--- config.mk ---
export PLATFORM = sky130hd
export DESIGN_NAME = byte_word_packer
export DESIGN_NICKNAME = d
export VERILOG_FILES = /design/src/rtl/wpk_pkg.sv /design/src/rtl/wpk_ctrl.sv /design/src/rtl/wpk_datapath.sv /design/src/rtl/byte_word_packer.sv
export SDC_FILE = /design/constraint.sdc
export NUM_CORES = 1
export LEC_CHECK = 0
export ABC_AREA = 0
export BUFFER_PORTS_ARGS = -buffer_cell sky130_fd_sc_hd__buf_4
export CORE_MARGIN = 2
export CORE_UTILIZATION = 37
export DETAILED_ROUTE_END_ITERATION = 8
export SLEW_MARGIN = 20
export SYNTH_ARGS = -nofsm -noshare
export SYNTH_HDL_FRONTEND = slang
export SYNTH_SLANG_ARGS = --single-unit
--- constraint.sdc ---
create_clock -name clk -period 3.1 [get_ports clk]
set_clock_uncertainty 0.05 [all_clocks]
set_input_delay 0.31 -clock clk [delete_from_list [all_inputs] [get_ports clk]]
set_output_delay 0.31 -clock clk [all_outputs]
set_load 0.01 [all_outputs]
--- src/rtl/wpk_pkg.sv ---
package wpk_pkg;
  localparam int BYTE_W   = 8;
  localparam int MAX_BYTES = 4;
  localparam int WORD_W   = BYTE_W * MAX_BYTES;
  localparam int SLOT_W   = $clog2(MAX_BYTES);
  localparam int NIB_W    = BYTE_W / 2;

  localparam logic [1:0] SIZE_8  = 2'd0;
  localparam logic [1:0] SIZE_16 = 2'd1;
  localparam logic [1:0] SIZE_32 = 2'd2;

  typedef struct packed {
    logic              clr;
    logic              nibTake;
    logic              byteTake;
    logic              emit;
    logic              err;
    logic [SLOT_W-1:0] slot;
  } wpkStrobes_t;
endpackage

--- src/rtl/wpk_ctrl.sv ---
module wpk_ctrl
  import wpk_pkg::*;
(
  input  logic        clk,
  input  logic        rstN,
  input  logic        clear,
  input  logic [1:0]  cfgSize,
  input  logic        cfgLsbFirst,
  input  logic        cfgHex,
  input  logic        inValid,
  input  logic        charIsHex,
  output wpkStrobes_t strobes
);
  localparam int CFG_W = 4;

  logic [CFG_W-1:0]  cfgQ;
  logic [CFG_W-1:0]  cfgNow;
  logic              cfgChange;
  logic [SLOT_W-1:0] slotCount;
  logic [SLOT_W-1:0] lastSlot;
  logic              nibPending;

  assign cfgNow    = {cfgSize, cfgLsbFirst, cfgHex};
  assign cfgChange = (cfgNow != cfgQ);

  always_comb begin
    case (cfgSize)
      SIZE_8:  lastSlot = SLOT_W'(0);
      SIZE_16: lastSlot = SLOT_W'(1);
      default: lastSlot = SLOT_W'(MAX_BYTES - 1);
    endcase
  end

  always_comb begin
    strobes          = '0;
    strobes.slot     = slotCount;
    if (clear || cfgChange) begin
      strobes.clr = 1'b1;
    end else if (inValid) begin
      if (cfgHex && !charIsHex) begin
        strobes.err = 1'b1;
        strobes.clr = 1'b1;
      end else if (cfgHex && !nibPending) begin
        strobes.nibTake = 1'b1;
      end else begin
        strobes.byteTake = 1'b1;
        strobes.emit     = (slotCount == lastSlot);
      end
    end
  end

  always_ff @(posedge clk) begin
    if (!rstN) begin
      cfgQ       <= '0;
      slotCount  <= '0;
      nibPending <= 1'b0;
    end else begin
      cfgQ <= cfgNow;
      if (strobes.clr) begin
        slotCount  <= '0;
        nibPending <= 1'b0;
      end else if (strobes.nibTake) begin
        nibPending <= 1'b1;
      end else if (strobes.byteTake) begin
        nibPending <= 1'b0;
        slotCount  <= strobes.emit ? '0 : slotCount + 1'b1;
      end
    end
  end


  no_overflow_chk: assert property (@(posedge clk) disable iff (!rstN)
    (cfgQ == cfgNow) |-> (slotCount <= lastSlot));


  raw_no_nibble_chk: assert property (@(posedge clk) disable iff (!rstN)
    ((cfgQ == cfgNow) && !cfgHex) |-> !nibPending);
endmodule

--- src/rtl/wpk_datapath.sv ---
module wpk_datapath
  import wpk_pkg::*;
(
  input  logic               clk,
  input  logic               rstN,
  input  wpkStrobes_t        strobes,
  input  logic               cfgLsbFirst,
  input  logic               cfgHex,
  input  logic [1:0]         cfgSize,
  input  logic [BYTE_W-1:0]  inByte,
  output logic               charIsHex,
  output logic               outValid,
  output logic [WORD_W-1:0]  outWord,
  output logic [1:0]         outSize,
  output logic               hexError
);
  logic [NIB_W-1:0]  nibValue;
  logic [NIB_W-1:0]  upperNib;
  logic [BYTE_W-1:0] byteIn;
  logic [BYTE_W-1:0] accLane  [MAX_BYTES];
  logic [BYTE_W-1:0] nextLane [MAX_BYTES];
  logic [WORD_W-1:0] nextWord;

  always_comb begin
    charIsHex = 1'b1;
    nibValue  = '0;
    if (inByte >= 8'h30 && inByte <= 8'h39)
      nibValue = NIB_W'(inByte - 8'h30);
    else if (inByte >= 8'h41 && inByte <= 8'h46)
      nibValue = NIB_W'(inByte - 8'h37);
    else if (inByte >= 8'h61 && inByte <= 8'h66)
      nibValue = NIB_W'(inByte - 8'h57);
    else
      charIsHex = 1'b0;
  end

  assign byteIn = cfgHex ? {upperNib, nibValue} : inByte;

  generate
    for (genvar k = 0; k < MAX_BYTES; k++) begin : g_lane
      if (k == 0) begin : g_first
        assign nextLane[k] = (cfgLsbFirst && strobes.slot != SLOT_W'(k)) ? accLane[k] : byteIn;
      end else begin : g_rest
        assign nextLane[k] = cfgLsbFirst
                           ? ((strobes.slot == SLOT_W'(k)) ? byteIn : accLane[k])
                           : accLane[k-1];
      end
      assign nextWord[k*BYTE_W +: BYTE_W] = nextLane[k];

      always_ff @(posedge clk) begin
        if (!rstN || strobes.clr || (strobes.byteTake && strobes.emit))
          accLane[k] <= '0;
        else if (strobes.byteTake)
          accLane[k] <= nextLane[k];
      end
    end
  endgenerate

  always_ff @(posedge clk) begin
    if (!rstN) begin
      upperNib <= '0;
      outValid <= 1'b0;
      outWord  <= '0;
      outSize  <= '0;
      hexError <= 1'b0;
    end else begin
      outValid <= strobes.byteTake && strobes.emit;
      hexError <= strobes.err;
      if (strobes.nibTake)
        upperNib <= nibValue;
      if (strobes.byteTake && strobes.emit) begin
        outWord <= nextWord;
        outSize <= (cfgSize == SIZE_8) ? SIZE_8 : (cfgSize == SIZE_16) ? SIZE_16 : SIZE_32;
      end
    end
  end


  pulse_exclusive_chk: assert property (@(posedge clk) disable iff (!rstN)
    !(outValid && hexError));


  zero_extend_chk: assert property (@(posedge clk) disable iff (!rstN)
    (outValid && outSize == SIZE_8) |-> (outWord[WORD_W-1:BYTE_W] == '0));


  size_tag_chk: assert property (@(posedge clk) disable iff (!rstN)
    outValid |-> (outSize != 2'd3));
endmodule

--- src/rtl/byte_word_packer.sv ---
module byte_word_packer
  import wpk_pkg::*;
(
  input  logic        clk,
  input  logic        rstN,
  input  logic        clear,
  input  logic [1:0]  cfgSize,
  input  logic        cfgLsbFirst,
  input  logic        cfgHex,
  input  logic        inValid,
  input  logic [7:0]  inByte,
  output logic        outValid,
  output logic [31:0] outWord,
  output logic [1:0]  outSize,
  output logic        hexError
);
  wpkStrobes_t strobes;
  logic        charIsHex;

  wpk_ctrl u_ctrl (
    .clk         (clk),
    .rstN        (rstN),
    .clear       (clear),
    .cfgSize     (cfgSize),
    .cfgLsbFirst (cfgLsbFirst),
    .cfgHex      (cfgHex),
    .inValid     (inValid),
    .charIsHex   (charIsHex),
    .strobes     (strobes)
  );

  wpk_datapath u_datapath (
    .clk         (clk),
    .rstN        (rstN),
    .strobes     (strobes),
    .cfgLsbFirst (cfgLsbFirst),
    .cfgHex      (cfgHex),
    .cfgSize     (cfgSize),
    .inByte      (inByte),
    .charIsHex   (charIsHex),
    .outValid    (outValid),
    .outWord     (outWord),
    .outSize     (outSize),
    .hexError    (hexError)
  );


  valid_cause_chk: assert property (@(posedge clk) disable iff (!rstN)
    outValid |-> ($past(inValid) && !$past(clear)));


  error_cause_chk: assert property (@(posedge clk) disable iff (!rstN)
    hexError |-> ($past(inValid) && $past(cfgHex)));
endmodule

Yosys cells after proc, flatten, opt, wreduce, memory -nomap -nowiden

Memory sizes are Yosys's and may differ from the RTL's.
Cells that the tools add are included.

Bits in writable memories: 32
Register bits after elaboration: 47
Memories kept: 1
Output and inout bits: 36
Word-level logic and storage cells: 87
Latch bits: 0
Bits in read-only memories: 0

Div/mod/pow operators: 0
Equal/unequal tests: 6
Mux-type cells: 36
Add/subtract/negate cells: 4
Magnitude comparators: 6
Shift operators: 0
Reduce and logical (&&, ||, !) cells: 19
Bitwise operators: 7
Multipliers: 0

Memories:

| name               | words | bits a word | rd ports | clocked after memory_dff | write ports | RTL line           | source |
|---|---|---|---|---|---|---|---|
| u_datapath.accLane | 4     | 8           | 4        | 0                        | 4           | wpk_datapath.sv:20 | `logic [BYTE_W-1:0] accLane [MAX_BYTES];` |

Operator list:

| kind                  | number |
|---|---|
| $mux W8               | 12 |
| $ge A8 B7 Y1 const B  | 2 |
| $le A8 B7 Y1 const B  | 2 |
| $mux W4               | 4 |
| $mux W1               | 13 |
| $ge A8 B6 Y1 const B  | 1 |
| $le A8 B6 Y1 const B  | 1 |
| $mux W2               | 4 |
| $sub A4 B3 Y4 const B | 2 |
| $logic_and A1 B1 Y1   | 7 |
| $mux W5               | 1 |
| $eq A2 B1 Y1 const B  | 2 |
| $eq A2 B2 Y1 const B  | 2 |
| $ne A4 B4 Y1          | 1 |
| $or A1 B1 Y1          | 4 |
| $pmux W2 S2           | 1 |
| $reduce_bool A2 Y1    | 2 |
| $sub A4 B1 Y4 const B | 1 |
| $logic_not A1 Y1      | 3 |
| $logic_or A1 B1 Y1    | 3 |
| $mux W3               | 1 |
| $not A1 Y1            | 3 |
| $reduce_or A3 Y1      | 1 |
| $add A2 B1 Y2 const B | 1 |
| 4 further kinds       | 4 |

Longest topological paths before layout

Gate-level depths: netlist of the first run.

Depth after elaboration: 15
Gate-level depth with buffers: 8
Gate-level depth less buffers: 7

Cells and area by module

From an unflattened synthesis of the first run, not the netlist that was laid out.

Cells, all modules: 416
Area, all modules: 4010.1 sq um

Modules (own cells, without submodules):

| module       | area an instance (sq um) | instances | cells an instance | seq. area each (sq um) |
|---|---|---|---|---|
| wpk_datapath | 3648.5                   | 1         | 373               | 1761.7 |
| wpk_ctrl     | 361.6                    | 1         | 43                | 140.1 |

Least setup slack after synthesis of the first run

OpenSTA, ideal clock, no wires.

Path type: in2reg
Start: in inByte[1]
End: mem u_datapath.accLane[0][0], enable pin
Stages on the path: 7
Library setup time: 0.389 ns
Data arrival time: 2.279 ns
Required time: 2.661 ns
Setup slack: 0.381 ns
Cells stage by stage: inv_1 > ha_1 > or3b_2 > nand3_2 > and2_1 > o21ai_0 > nand2_1

RTL lines:

| element         | RTL line               | source |
|---|---|---|
| start, declared | byte_word_packer.sv:11 | `input logic [7:0] inByte,` |
| end, declared   | wpk_datapath.sv:20     |  |

==> impl_results.md, run 1 <==
- Initial core utilization: 0.3783
- Cell Pwr Density: 415.3 nW/um^2
- Peak fanout along the critical path: 32
- Detailed placement HPWL: 7408 um
- Setup TNS: 0 ns
- Layout Area Growth over Synthesis: 17.30%
- Sequential area share after synthesis: 0.4637
- IR drop worst, VDD: 0.1885 mV
- Routed wire length: around 11000 um
- Buf/Inv on CP: 3
- Syn. warnings: 0
- Clk buf depth: 2
- Critical path class: in -> reg
- Yosys reg bits: slightly below 80
- Most frequent cell after synthesis: nor2_1
- Most area-consuming cells after synthesis: edfxtp_1, dfxtp_1, mux2i_1
- Relative slew slack: 0.5599
- First-pass GRT wire length: 17880 um
- Arr. time, crit path: around 2.3 ns
- R2r endpoint: u_datapath.outWord[24]
- EDFF count, synth: 32
- Hold buffers post-CTS: 0
- Syn avg cell area: 9.450 um^2
- Routed len/inst: 17.50 um
- Die X: between 100 and 150 um
- Nets: 496
- Max Cap Viol: 0
- R2r setup slk: ~0.86 ns
- H-tree depth: 3
- Final GP Congestion: 0.8755
- Leak: around 1.8 nW
- Fin crit share: 0.7399
- Synth Instances: around 430
- Buffer count from post-CTS setup fixing: 0
- Post-Syn Area: 4101 um^2
- Stages on worst setup path: 9
- Io pins: 52
- DR vias: between 3000 and 4000
- Vias in the first global route: 3466
- Max stage delay on crit path: 0.51 ns
- DRC viols: 0
- CP top delay family: simple AND/OR/NAND/NOR gates
- Core ar.: 10840 um^2
- Leading area contributor after synthesis: edfxtp_1
- Post-cts resize count: 0
- Num CTS Buffers: 9
- Slew Limit Fails: 0
- DRT iter0 DRCs: between 150 and 200
- CP startpoint kind: input pin
- Setup ws final: 0.8063 ns
- Ys async rst share: 0
- Synthesized Nets: 457
- Netlist cell types: between 50 and 60
- Die Height: 109.3 um
- Largest net degree at the start of global routing: 39
- Worst-path cell chain: buf_4 > inv_1 > ha_1 > or3b_2 > nand3_2 > and2_1 > o21ai_0 > nand2_1 > buf_12
- Initial antenna violation count: 0
- Insertion delay to the later sink of the worst-skew pair: 0.38 ns
- Worst Setup End Kind: register
- Main flop type after synthesis: dfxtp_1
- Crit-path slowest cell: or3b_2
- Final hold violations: 0
- Row count: 38
- Final number of setup-violating endpoints: 0
- Pwr Total: 1.998 mW
- Destination of the worst hold path: u_ctrl.cfgQ[2]
- Setup WS pre-CTS: 0.4677 ns
- F_max: 0.4360 GHz
- Util after Layout: 0.4438
- RSZ-0062 raised after global routing: no
- GR Util All Layers: 0.1956
- Commonest cells in the netlist: nor2_1, dfxtp_1, a21oi_1
- CTS tree: built
- Synth top area share: 0.2343
- Vias/cell: 5.636
- Slew @ Worst Pin: 0.6602 ns
- Reg2reg path depth: 6
- Post-route minimum period: 2.294 ns
- Clock transition at the registers of the reported paths: 0.09 ns
- Worst hold path type: in -> reg
- Layout cells sized above 1: 0.2029
- I/O Buffers: 51
- Clk sink count: 79
- Congestion Overflow GR: 0
- Status: finished clean
- DR pass1 iterations: 4
- Diodes inserted: 0
- WHS Path Cells: 2
- Clk root buf: clkbuf_8
- Die Area: 11940 um^2
- Final antenna-violating net count: 0
- CP required: 3.12 ns
- R2r startpoint: u_ctrl.slotCount[1]
- # fillers: 1087
- Hold Startpoint: cfgSize[0]
==> sequential cells by signal, indices dropped and copies added, names as in the netlist <==
register and count:
u_ctrl.nibPending 1, u_datapath.outValid 1, u_datapath.outWord 32, u_datapath.accLane 32, u_datapath.upperNib 4, u_datapath.outSize 2
u_ctrl.slotCount 2, u_datapath.hexError 1, u_ctrl.cfgQ 4
==> area by class of cell <==
cell class,instances,area [um^2],share of cell area
Clock inverter,7,62.56,0.01300
Multi-Input combinational cell,317,2053,0.4268
Tap cell,140,175.2,0.03641
Inverter,7,26.28,0.005462
Clock buffer,9,123.9,0.02575
Timing Repair Buffer,59,467.9,0.09727
Sequential cell,79,1902,0.3953
==> how the worst max path moves through the flow <==
stage / from / to / slack (ns)
after floorplan: inByte[1] / u_datapath.accLane[0][0] / 0.38
after global placement: inByte[1] / u_datapath.accLane[2][6] / 0.56
after detailed placement: inByte[1] / u_datapath.accLane[2][6] / 0.47
after CTS: inByte[1] / u_datapath.accLane[2][2] / 0.85
after global routing: u_ctrl.slotCount[1] / u_datapath.outWord[24] / 0.65
final: inByte[1] / u_datapath.accLane[0][2] / 0.81
==> power by group <==
part           switching (mW)  internal, mW
Sequential            0.00381          1.08
Clock                   0.441         0.309
Combinational           0.104        0.0594
==> routing by layer <==
metal / routed length, um / GRT usage / vias to the layer above
li1: - / - / 1677
met1: 4960 / 0.2645 / 1677
met2: 4895 / 0.3008 / 106
met3: 632 / 0.04483 / 23
met4: 329 / 0.08137 / 0
met5: 0 / 0 / -
==> through the flow <==
step	std cells	hold WS, ns	area, um^2
4_1_cts	618	0.1297	4811
2_1_floorplan	434	0.3817	4101
5_1_grt	618	0.1382	4811
3_5_place_dp	602	0.4042	4624
6_report	618	0.1349	4811
3_3_place_gp	602	0.3953	4624
==> worst reg2reg max path, stage by stage (launching register included) <==
cell and delay, ns:
dfxtp_1 0.51, ha_1 0.64, nor3b_1 0.12, a31oi_1 0.15, o21ai_0 0.11, or4b_1 0.48
a21oi_1 0.12
==> cell usage in the layout, fill, tap and decap left out, types with 3 or more instances in the layout <==
cell type  synthesis  routed
nor2b_1            4       4
and2_1             5       5
nor3_1             6       6
inv_1              7       7
o21ai_0           25      25
and3_1             4       4
dfxtp_1           47      47
nor2_1            51      51
mux2_2             4       4
or2_2              7       7
a211oi_1          18      18
edfxtp_1          32      32
o211ai_1           8       8
o211a_1            3       3
o221ai_1           3       3
nand3_1           11      11
nor3b_1            8       8
ha_1               7       7
nand2_1           32      32
nand4b_1           4       4
a21oi_1           40      40
mux2i_1           29      29
o22ai_1            3       3
nand4_1            3       3
nand2b_1           7       7
clkbuf_8           0       9
xnor2_1            4       4
buf_4              1      57
a41o_1             3       3
==> cell families (layout without fill, tap and decap cells) <==
family                     after synthesis  after routing  share of synthesized area
AOI/OAI and AO/OA                      120            120                     0.1928
xor gates and xnor gates                 4              4                   0.008541
adders and majority gates                7              7                    0.02135
buffers and inverters                   38             82                    0.03692
DFF                                     79             79                     0.4637
muxes                                   33             33                    0.08176
and+or+nand+nor                        153            153                     0.1949
Note: power is estimated with default switching activity, not from simulation.
==> run 2, diff against run 1 <==
Settings changed: ABC_AREA 0 to 1.
Clock period 3.1 ns to 2.35 ns, I/O delays scaled along.
==> impl_results.md, run 2 <==
- Io pins: 52 (unchanged)
- Synth top area share: 0.2454 (+0.01116)
- Core ar.: 10280 um^2 (-5.2%)
- Worst Setup End Kind: register
- DRT iter0 DRCs: 163 (-16%)
- Post-cts resize count: 0 (unchanged)
- Largest registers: u_datapath.accLane (32), u_datapath.outWord (32)
- Finished Layout Cells: 677 (+9.5%)
- Final hold violations: 0 (unchanged)
- Peak fanout along the critical path: 14 (-56%)
- Multi-input gate area: 1685 um^2 (-18%)
- Synthesized Nets: 508 (+11%)
- Initial core utilization: 0.3809 (+0.002588)
- Commonest cells in the netlist: nand2_1, nor2_1, o21ai_0
- Vias in the first global route: 3153 (-9.0%)
- Util after Layout: 0.4550 (+0.01116)
- Layout cells sized above 1: 0.1848 (-0.01809)
- Yosys reg bits: 79 (unchanged)
- EDFF count, synth: 32 (unchanged)
- Die Area: 11420 um^2 (-4.4%)
- First-pass GRT wire length: 15270 um (-15%)
- CP required: 2.39 ns (-0.73 ns)
- Die Height: 106.9 um (-2.2%)
- Diodes inserted: 0 (unchanged)
- Commonest non-fill, non-tap cell in the layout: nand2_1
- Critical path class: reg -> reg
- Commonest non-fill, non-tap cells in the layout: nand2_1, buf_4, nor2_1
- Routed len/inst: 13.35 um (-24%)
- Most area-consuming cells after synthesis: edfxtp_1, dfxtp_1, nand2_1
- RSZ-0062 raised after global routing: no
- Syn avg cell area: 8.072 um^2 (-15%)
- Congestion Overflow GR: 0 (unchanged)
- Relative slew slack: 0.6368 (+0.07691)
- Buffer count from post-CTS setup fixing: 0 (unchanged)
- Layout Area Growth over Synthesis: 19.43%
- F_max: 0.4850 GHz
- Slew @ Worst Pin: 0.5391 ns (-0.1211 ns)
- Final antenna-violating net count: 0 (unchanged)
- Clk buf depth: 2 (unchanged)
- Most frequent cell after synthesis: nand2_1
- Clock transition at the registers of the reported paths: 0.09 ns (about the same)
- Hold buffers post-CTS: 0 (unchanged)
- Clk root buf: clkbuf_8
- H-tree depth: 3 (unchanged)
- Final GP Congestion: 0.8202 (-6.3%)
- Max Cap Viol: 0 (unchanged)
- Synth Instances: 485 (+12%)
- CP startpoint kind: register
- Slew Limit Fails: 0 (unchanged)
- IR drop worst, VDD: 0.3007 mV (+60%)
- Row count: 37 (-2.6%)
- Num CTS Buffers: 9 (unchanged)
- Fin crit share: 0.8773
- Main flop type after synthesis: dfxtp_1
- Syn. warnings: 0 (unchanged)
- Sequential area share after synthesis: 0.4858 (+0.02208)
- Post-route minimum period: 2.062 ns
- Setup TNS: 0 ns (unchanged)
- DRC viols: 0 (unchanged)
- Ys async rst share: 0 (unchanged)
- Vias/cell: 4.838 (-14%)
- Initial antenna violation count: 0 (unchanged)
- Arr. time, crit path: 2.10 ns (-0.21 ns)
- CTS tree: built
- GR Util All Layers: 0.1698 (-0.02585)
- Cell Pwr Density: 586.7 nW/um^2 (+41%)
- Worst hold slack: 0.05842 ns (-0.07648 ns)
- Placed Cells: 661 (+9.8%)
- Worst hold path type: in -> reg
- DR pass1 iterations: 5 (+1)
- Routed wire length: 9039 um (-16%)
- Largest net degree at the start of global routing: 63 (+62%)
- DR vias: 3275 (-6.0%)
- Sequential cell area: 1902 um^2 (unchanged)
- Netlist cell types: 35 (-39%)
- Leak: 2.109 nW (+15%)
- # fillers: 1063 (-2.2%)
- I/O Buffers: 51 (unchanged)
- Detailed placement HPWL: 6354 um (-14%)
- Clk sink count: 79 (unchanged)
- Leading area contributor after synthesis: edfxtp_1
- Final number of setup-violating endpoints: 0 (unchanged)
- Die X: 106.9 um (-2.2%)
- Post-Syn Area: 3915 um^2 (-4.5%)
- Status: finished clean
- Nets: 559 (+13%)
- Insertion delay to the later sink of the worst-skew pair: 0.35 ns (-0.03 ns)
run 2: cell types whose count changed after synthesis, sizes merged, moves of 8 or more:
cell / change
a211oi: -19
mux2i: -27
clkbuf: -12
o21a: +15
nor2: +12
nor3b: -8
nand3: +20
o21ai: +28
nand2: +70
inv: +43
run 2: routing by layer:
layer	routed length, um	global-route usage
met5	0	0
met3	410	0.03343
met2	4333	0.2775
met4	119	0.05102
met1	4176	0.2277
run 2: per-stage QoR:
step	setup slack, ns	total power [mW]	instance area [um^2]
final	0.2883	2.743	4676
after global routing	0.1144	2.850	4676
after CTS	0.3586	2.774	4676
after detailed placement	0.1188	1.649	4451
after global placement	0.2269	1.646	4451
after floorplan	0.04547	1.576	3915
run 2: logic make-up after synthesis:
family | Yosys count | share of synthesized area
simple gates | 205 | 0.2349
compound gates | 116 | 0.1614
flops | 79 | 0.4858
buf+inv | 73 | 0.08373
fa+ha+maj | 7 | 0.02237
xor+xnor | 3 | 0.006713
mux | 2 | 0.005114
run 2: layout make-up:
| class | instances | share of cell area |
|---|---|---|
| multi-input combinational | 333 | 0.3605 |
| tap | 136 | 0.03639 |
| clock inverter | 5 | 0.01338 |
| timing repair buffer | 61 | 0.1060 |
| inverter | 52 | 0.04228 |
| clock buffer | 11 | 0.03479 |
| sequential | 79 | 0.4067 |
run 2: report_power, final:
group          internal, mW  switching (mW)  leakage (nW)
sequential             1.43         0.00544         0.772
clock                 0.590           0.537         0.107
combinational        0.0620           0.120          1.23
total                  2.08           0.663          2.11
run 2: worst paths after layout:
path	slack, ns	cells past startpoint	from	end
max	0.29	6	u_ctrl.slotCount[1]	u_datapath.accLane[0][1]
min	0.06	3	cfgSize[1]	u_ctrl.cfgQ[3]
max reg2reg	0.29	6	u_ctrl.slotCount[1]	u_datapath.accLane[0][1]
min reg2reg	0.44	2	u_datapath.outSize[1]	u_datapath.outSize[1]
run 2: critical path: stages (launching register included):
cell and delay, ns:
dfxtp_1 0.43, inv_1 0.11, ha_1 0.19, nor2_1 0.23, inv_1 0.26, o21ai_0 0.42
nor2_1 0.10
